`src/rtl/pairdac_pkg.sv`:
```
package pairdac_pkg;
  localparam int BUS_W   = 8;
  localparam int ADDR_W  = 3;
  localparam int IRQ_BIT = 3;

  typedef enum logic [ADDR_W-1:0] {
    OFS_LSB  = 3'd0,
    OFS_MSB  = 3'd1,
    OFS_SEL  = 3'd2,
    OFS_STAT = 3'd4
  } ofs_e;
endpackage

```
`src/rtl/pairdac_channel.sv`:
```
module pairdac_channel #(
  parameter int CODE_W = 12
) (
  input  logic              clk,
  input  logic              rst_n,
  input  logic              load_en,
  input  logic [CODE_W-1:0] load_code,
  input  logic              xfer_en,
  input  logic              clr,
  output logic [CODE_W-1:0] code
);
  logic [CODE_W-1:0] latch_q, latch_d;
  logic [CODE_W-1:0] out_q, out_d;

  always_comb begin
    latch_d = latch_q;
    out_d   = out_q;
    if (load_en) latch_d = load_code;
    if (clr)          out_d = '0;
    else if (xfer_en) out_d = latch_q;
  end

  always_ff @(posedge clk or negedge rst_n) begin
    if (!rst_n) begin
      latch_q <= '0;
      out_q   <= '0;
    end else begin
      latch_q <= latch_d;
      out_q   <= out_d;
    end
  end

  assign code = clr ? '0 : out_q;
endmodule

```
`src/rtl/pairdac_ctrl.sv`:
```
module pairdac_ctrl
  import pairdac_pkg::*;
#(
  parameter int CH_COUNT = 8,
  parameter int CODE_W   = 12
) (
  input  logic                clk,
  input  logic                rst_n,
  input  logic                bus_wr,
  input  logic                bus_rd,
  input  logic [ADDR_W-1:0]   bus_addr,
  input  logic [BUS_W-1:0]    bus_wdata,
  input  logic                irq_set,
  output logic [CH_COUNT-1:0] load_mask,
  output logic [CODE_W-1:0]   load_code,
  output logic [CH_COUNT-1:0] xfer_mask,
  output logic                clr,
  output logic [BUS_W-1:0]    bus_rdata,
  output logic                irq_flag
);
  localparam int SEL_W = $clog2(CH_COUNT);
  localparam int HI_W  = CODE_W - BUS_W;

  logic [BUS_W-1:0] lsb_q, lsb_d;
  logic [SEL_W:0]   sel_q, sel_d;
  logic             clr_q, clr_d;
  logic             irq_q, irq_d;
  logic [BUS_W-1:0] rdata_q, rdata_d;

  logic wr_lsb, wr_msb, wr_sel, rd_lsb, rd_msb;
  logic all_mode;
  logic [SEL_W-1:0] chan_idx;
  logic [SEL_W-2:0] pair_idx;

  assign wr_lsb = bus_wr && (bus_addr == OFS_LSB);
  assign wr_msb = bus_wr && (bus_addr == OFS_MSB);
  assign wr_sel = bus_wr && (bus_addr == OFS_SEL);
  assign rd_lsb = bus_rd && (bus_addr == OFS_LSB);
  assign rd_msb = bus_rd && (bus_addr == OFS_MSB);

  assign all_mode = sel_q[SEL_W];
  assign chan_idx = sel_q[SEL_W-1:0];
  assign pair_idx = sel_q[SEL_W-1:1];

  always_comb begin
    lsb_d   = lsb_q;
    sel_d   = sel_q;
    clr_d   = clr_q;
    irq_d   = irq_q;
    rdata_d = rdata_q;
    if (wr_lsb) lsb_d = bus_wdata;
    if (wr_sel) begin
      sel_d = bus_wdata[SEL_W:0];
      clr_d = bus_wdata[SEL_W+1];
    end
    if (rd_msb)  irq_d = 1'b0;
    if (irq_set) irq_d = 1'b1;
    if (bus_rd) begin
      rdata_d = '0;
      case (bus_addr)
        OFS_SEL:  rdata_d[SEL_W+1:0] = {clr_q, sel_q};
        OFS_STAT: rdata_d[IRQ_BIT]   = irq_q;
        default:  rdata_d = '0;
      endcase
    end
  end

  always_ff @(posedge clk or negedge rst_n) begin
    if (!rst_n) begin
      lsb_q   <= '0;
      sel_q   <= '0;
      clr_q   <= 1'b0;
      irq_q   <= 1'b0;
      rdata_q <= '0;
    end else begin
      lsb_q   <= lsb_d;
      sel_q   <= sel_d;
      clr_q   <= clr_d;
      irq_q   <= irq_d;
      rdata_q <= rdata_d;
    end
  end

  for (genvar i = 0; i < CH_COUNT; i++) begin : g_mask
    assign load_mask[i] = wr_msb && !all_mode && (chan_idx == SEL_W'(i));
    assign xfer_mask[i] = rd_lsb && (all_mode || (pair_idx == (SEL_W-1)'(i / 2)));
  end

  assign load_code = {bus_wdata[HI_W-1:0], lsb_q};
  assign clr       = clr_q;
  assign bus_rdata = rdata_q;
  assign irq_flag  = irq_q;
endmodule

```
`src/rtl/pairdac_regs.sv`:
```
module pairdac_regs
  import pairdac_pkg::*;
#(
  parameter int CH_COUNT = 8,
  parameter int CODE_W   = 12
) (
  input  logic                       clk,
  input  logic                       rst_n,
  input  logic                       bus_wr,
  input  logic                       bus_rd,
  input  logic [2:0]                 bus_addr,
  input  logic [7:0]                 bus_wdata,
  output logic [7:0]                 bus_rdata,
  input  logic                       irq_set,
  output logic                       irq_flag,
  output logic [CH_COUNT*CODE_W-1:0] dac_code
);
  logic [1:0]          rst_pipe;
  logic                rst_sync_n;
  logic [CH_COUNT-1:0] load_mask, xfer_mask;
  logic [CODE_W-1:0]   load_code;
  logic                clr;

  always_ff @(posedge clk or negedge rst_n) begin
    if (!rst_n) rst_pipe <= 2'b00;
    else        rst_pipe <= {rst_pipe[0], 1'b1};
  end
  assign rst_sync_n = rst_pipe[1];

  pairdac_ctrl #(.CH_COUNT(CH_COUNT), .CODE_W(CODE_W)) u_ctrl (
    .clk(clk), .rst_n(rst_sync_n),
    .bus_wr(bus_wr), .bus_rd(bus_rd), .bus_addr(bus_addr), .bus_wdata(bus_wdata),
    .irq_set(irq_set),
    .load_mask(load_mask), .load_code(load_code), .xfer_mask(xfer_mask),
    .clr(clr), .bus_rdata(bus_rdata), .irq_flag(irq_flag)
  );

  for (genvar i = 0; i < CH_COUNT; i++) begin : g_ch
    pairdac_channel #(.CODE_W(CODE_W)) u_ch (
      .clk(clk), .rst_n(rst_sync_n),
      .load_en(load_mask[i]), .load_code(load_code),
      .xfer_en(xfer_mask[i]), .clr(clr),
      .code(dac_code[i*CODE_W +: CODE_W])
    );
  end
endmodule

```
`config.mk`:
```
export PLATFORM = sky130hd
export DESIGN_NAME = pairdac_regs
export DESIGN_NICKNAME = d
export VERILOG_FILES = /design/src/rtl/pairdac_pkg.sv /design/src/rtl/pairdac_channel.sv /design/src/rtl/pairdac_ctrl.sv /design/src/rtl/pairdac_regs.sv
export SDC_FILE = /design/constraint.sdc
export NUM_CORES = 1
export LEC_CHECK = 0
export BUFFER_PORTS_ARGS = -buffer_cell sky130_fd_sc_hd__buf_4
export CAP_MARGIN = 25
export CORE_UTILIZATION = 48
export DETAILED_ROUTE_END_ITERATION = 10
export GPL_ROUTABILITY_DRIVEN = 1
export PLACE_DENSITY = 0.78
export SLEW_MARGIN = 20
export SYNTH_ARGS = -nofsm -noshare
export SYNTH_HDL_FRONTEND = slang
export SYNTH_HIERARCHICAL = 1
export SYNTH_SLANG_ARGS = --single-unit
```
`constraint.sdc`:
```
create_clock -name clk -period 6.6 [get_ports clk]
set_input_delay 1.32 -clock clk [delete_from_list [all_inputs] [get_ports clk]]
set_output_delay 1.32 -clock clk [all_outputs]
set_load 0.1 [all_outputs]
```
* Word level (Yosys, flattened, before mapping)
Index checks and enable logic that the tools add are counted.
** Cells by class
- Equal/unequal tests :: 13
- Mux-type cells :: 29
- Reduce and logical (&&, ||, !) cells :: 31
** Operators with widths (number)
- 12-bit 2-to-1 mux :: 24
- 1-bit logical AND :: 18
- 3-bit equality test, second input constant :: 5
- 2-bit nonzero test :: 5
- 3-bit by 2-bit equality test with 1-bit output, second input constant :: 3
- 3-bit by 1-bit equality test with 1-bit output, second input constant :: 2
- 3-bit zero test :: 2
- 2-bit equality test, second input constant :: 2
- 1-bit logical OR :: 4
- 1-bit 2-to-1 mux :: 3
- 3-bit 2-to-1 mux :: 1
- 2-bit by 1-bit equality test with 1-bit output, second input constant :: 1
- 2-bit zero test :: 1
- 1-bit case mux with 2 select lines :: 1
- 1-bit zero test :: 1
** Storage, ports and cells
- Flip-flop bits (word level) :: 213
- Input port bits :: 16
- Output and inout port bits :: 105
- Word-level logic and storage cells :: 95

* Depth between registers and ports, before layout
- Depth after elaboration :: 5
- Mapped depth :: 7
- Mapped depth without buffers :: 4

* Hierarchy
The synthesis kept the hierarchy.
** By module, submodules not included
- pairdac_channel :: instances 8, cells each 76, area an instance 1008.5 µm²
- pairdac_ctrl :: instances 1, cells each 89, area an instance 992.2 µm²
- pairdac_regs :: instances 1, cells each 3, area an instance 53.8 µm²

* Worst setup path after synthesis
OpenSTA, ideal clock, no wires.
- Kind :: register -> output
- Start point :: reg u_ctrl.clr_q (netlist: u_ctrl/clr)
- End point :: out dac_code[10]
- Arrival :: 2400 ps
- Required time :: 5280 ps
- Slack :: 2880 ps
- Stages on the path, launching flop included :: 3
- Path buffers :: 1
- Path through :: dfrtp_1 > buf_2 > nor2b_1
** On the way
- Longest elaborated chain between the ends :: 1
** Ends and longest elaborated chain
- from (decl) :: line pairdac_ctrl.sv:26 : logic clr_q, clr_d;
- from (signal assigned) :: line pairdac_ctrl.sv:78 : clr_q <= clr_d;
- 12-bit 2-to-1 mux :: line pairdac_channel.sv:33 : assign code = clr ? '0 : out_q;
- to (decl) :: line pairdac_regs.sv:16 : output logic [CH_COUNT*CODE_W-1:0] dac_code
Every way passes these cells.

* Worst setup path in the final report
- Start point :: reg u_ctrl.clr_q (netlist: u_ctrl/clr)
- End point :: out dac_code[12]
Same word-level chain as after synthesis.

==> results.sh <==
export IMPL_result_of_the_run="completed"
export IMPL_antenna_diode_count=0
export IMPL_final_hold_violation_count=0
export IMPL_mostFrequentLayoutCells="dfrtp_1, buf_4, mux2_2, nor2_1"
export IMPL_ys_seq_area_share_pct=58.5
export IMPL_static_leakage_nw=5.16
export IMPL_dp_final_hpwl_um=12300
export IMPL_crit_path_end_kind="output port"
export IMPL_worst_slack_ns=2.93
export IMPL_syn_to_final_growth_pct=19.5
export IMPL_cts_resized=0
export IMPL_antenna_found_initial=0
export IMPL_maxSlewViolCount=0
export IMPL_dieHeight_um=140
export IMPL_finClkSkew_ns=0.00727
export IMPL_tritoncts="built"
export IMPL_yosys_cell_types_count=27
export IMPL_global_route_usage_total_pct=20.6
export IMPL_post_placement_cell_area_um2=10100
export IMPL_share_of_the_synthesized_area_in_the_top_cell_type_pct=58.5
export IMPL_clk_pin_slew_worst_paths_ns=0.06
export IMPL_cap_violations=0
export IMPL_floorplan_rows=50
export IMPL_post_cts_repair_setup_buffers=0
export IMPL_gp_congestion=0.755
export IMPL_wl_per_cell_um=18.5
export IMPL_max_freq_ghz=0.273
export IMPL_setup_tns_final_ns=0
export IMPL_timing_max_slew_rel_slack_pct=29.0
export IMPL_timing_setup_critical_path_class="register to output port"
export IMPL_critPathLaunchType="register"
export IMPL_postSynthAreaPerCell_um2=13.0
export IMPL_ctsLongestPathBuffers=3
export IMPL_dpl_cell_count=1020
export IMPL_holdCritPathClass="register to asynchronous set/reset pin"
export IMPL_pre_cts_ws_ns=2.99
export IMPL_synth_async_reset_ratio_pct=100
export IMPL_worst_ir_drop_vdd_uv=157
export IMPL_number_of_nets_in_the_final_layout=830
export IMPL_layout_min_cycle_time_ns=3.67
export IMPL_routed_wl_um=19700
export IMPL_tightest_slew_ns=1.06
export IMPL_r2r_cells=3
export IMPL_synth_ff_latch_count=213
export IMPL_routed_via_count=5450
export IMPL_clk_insertion_delay_late_ns=0.50
export IMPL_yosys_most_used_dff="dfrtp_1"
export IMPL_cts_hold_buffers_added=0
export IMPL_num_io_pins=121
export IMPL_setup_viol=0
export IMPL_fp_coreArea_um2=18600
export IMPL_post_route_cells_drive_above_1_share_pct=34.7
export IMPL_cts_sinks=213
export IMPL_firstDrtPassIters=4
export IMPL_post_layout_nonfiller_instances=1062
export IMPL_synthTopCellsByArea="dfrtp_1, mux2_2, mux2i_1"
export IMPL_via_cell_ratio=5.13
export IMPL_design_area_um2=10900
export IMPL_detailedRoute_firstIterationViolations=321
export IMPL_number_of_h_tree_levels=1
export IMPL_r2r_end="g_ch[7].u_ch/latch_q[1]"
export IMPL_portBuffers=117
export IMPL_grt_pass1_vias=5501
export IMPL_ys_warnings_count=6
export IMPL_worst_ep_required_time_ns=5.28
export IMPL_period_share_pct=55.6
export IMPL_unrepaired_setup_endpoints_after_global_routing="no"
export IMPL_worst_r2r_startpoint="u_ctrl/sel_q[3]"
export IMPL_layout_cells_most_common="dfrtp_1"
export IMPL_post_drt_antenna_nets=0
export IMPL_dieArea_um2=19500
export IMPL_numCtsBuffers=22
export IMPL_largest_net_degree_at_the_start_of_global_routing=137
export IMPL_pwr_density_cell_nw_per_um2=303
export IMPL_drc=0
export IMPL_critical_path_arrival_ns=2.35
export IMPL_timing_reg2reg_setup_slack_ns=4.18
export IMPL_synth_area_um2=9110
export IMPL_die_width_um=140
export IMPL_worst_path_max_fanout=136
export IMPL_initial_utilization_pct=48.9
export IMPL_syn_inst=700
export IMPL_synth_top_cell_by_area="dfrtp_1"
export IMPL_cts_root_buffer="clkbuf_16"
export IMPL_synth_edf_count=0
export IMPL_globalRouteOverflowTotal=0
export IMPL_grt_pass1_wl_um=31100
-- per-layer routing --
layer  vias to the layer above  GRT usage [%]  part of all wire (%)
met4                         0           5.61                   1.6
met5                         -              0                     0
met1                      2752           28.9                    46
met3                        25           3.37                   4.6
met2                       118           33.2                    48
li1                       2555              -                     -
-- registers in the layout, summed over array words and instances (netlist names) --
| signal | flops |
|---|---|
| g_ch.u_ch/latch_q | 96 |
| g_ch.u_ch/out_q | 96 |
| u_ctrl/lsb_q | 8 |
| u_ctrl/bus_rdata | 5 |
| u_ctrl/sel_q | 4 |
| rst_pipe | 2 |
| u_ctrl/clr | 1 |
| u_ctrl/irq_flag | 1 |
-- critical path, cell delays in order, from the launching register on --
cell and delay, ns:
dfrtp_4 0.82, buf_12 0.49, nor2b_1 0.15, buf_4 0.27
-- through the flow --
| stage | hold slack [ns] | util (%) | total power [mW] |
|---|---|---|---|
| after global placement | 0.336 | 53.9 | 2.07 |
| after floorplan | 0.331 | - | 1.94 |
| after global routing | 0.379 | 58.4 | 3.44 |
| after detailed placement | 0.359 | 54.3 | 2.09 |
| final | 0.364 | 58.4 | 3.30 |
| after CTS | 0.373 | 58.2 | 3.33 |
-- logic make-up after synthesis --
group	after synthesis	share of synthesized area (%)
muxes	206	24.1
and+or+nand+nor	219	12.5
AOI/OAI and AO/OA	10	0.741
DFF	213	58.5
other	2	0.0824
buffers and inverters	50	4.06
-- Yosys cell counts, types with 2 or more instances --
| cell type | instances |
|---|---|
| a21boi_0 | 3 |
| buf_2 | 17 |
| buf_4 | 11 |
| buf_6 | 16 |
| conb_1 | 2 |
| dfrtp_1 | 213 |
| inv_1 | 6 |
| mux2_2 | 110 |
| mux2i_1 | 96 |
| nand2_1 | 5 |
| nand2b_1 | 3 |
| nand3b_1 | 2 |
| nor2_1 | 103 |
| nor2b_1 | 96 |
| nor3_1 | 2 |
| o22ai_1 | 4 |
-- cell type report --
cell class / instances / area [um^2]
flip-flops and latches: 213 / 5340
well taps: 234 / 293
inverters: 6 / 22.5
clock inverters: 7 / 85.1
multi-input cells: 439 / 3450
fillers: 1541 / 7750
clock buffers: 31 / 636
repair buffers: 132 / 1060
-- where the power goes --
part           switching, mW  leakage [nW]  internal, mW  total (mW)
sequential             0.174          2.88          1.48        1.65
combinational          0.239          1.92         0.176       0.415
clock                  0.489         0.359         0.746        1.24
total                  0.902          5.16          2.40        3.30
-- worst max-delay path by stage --
stage                      startpoint                 endpoint  slack [ns]  cells after the start
after floorplan           rst_pipe[1]  g_ch[0].u_ch/latch_q[0]        0.22                      0
after global placement    bus_addr[2]  g_ch[3].u_ch/latch_q[1]        3.04                      5
after detailed placement  bus_addr[0]    g_ch[1].u_ch/out_q[7]        2.99                      6
after CTS                  u_ctrl/clr             dac_code[12]        2.93                      3
after global routing       u_ctrl/clr             dac_code[12]        2.81                      3
final                      u_ctrl/clr             dac_code[12]        2.93                      3
Power figures use the tool's default switching activity.
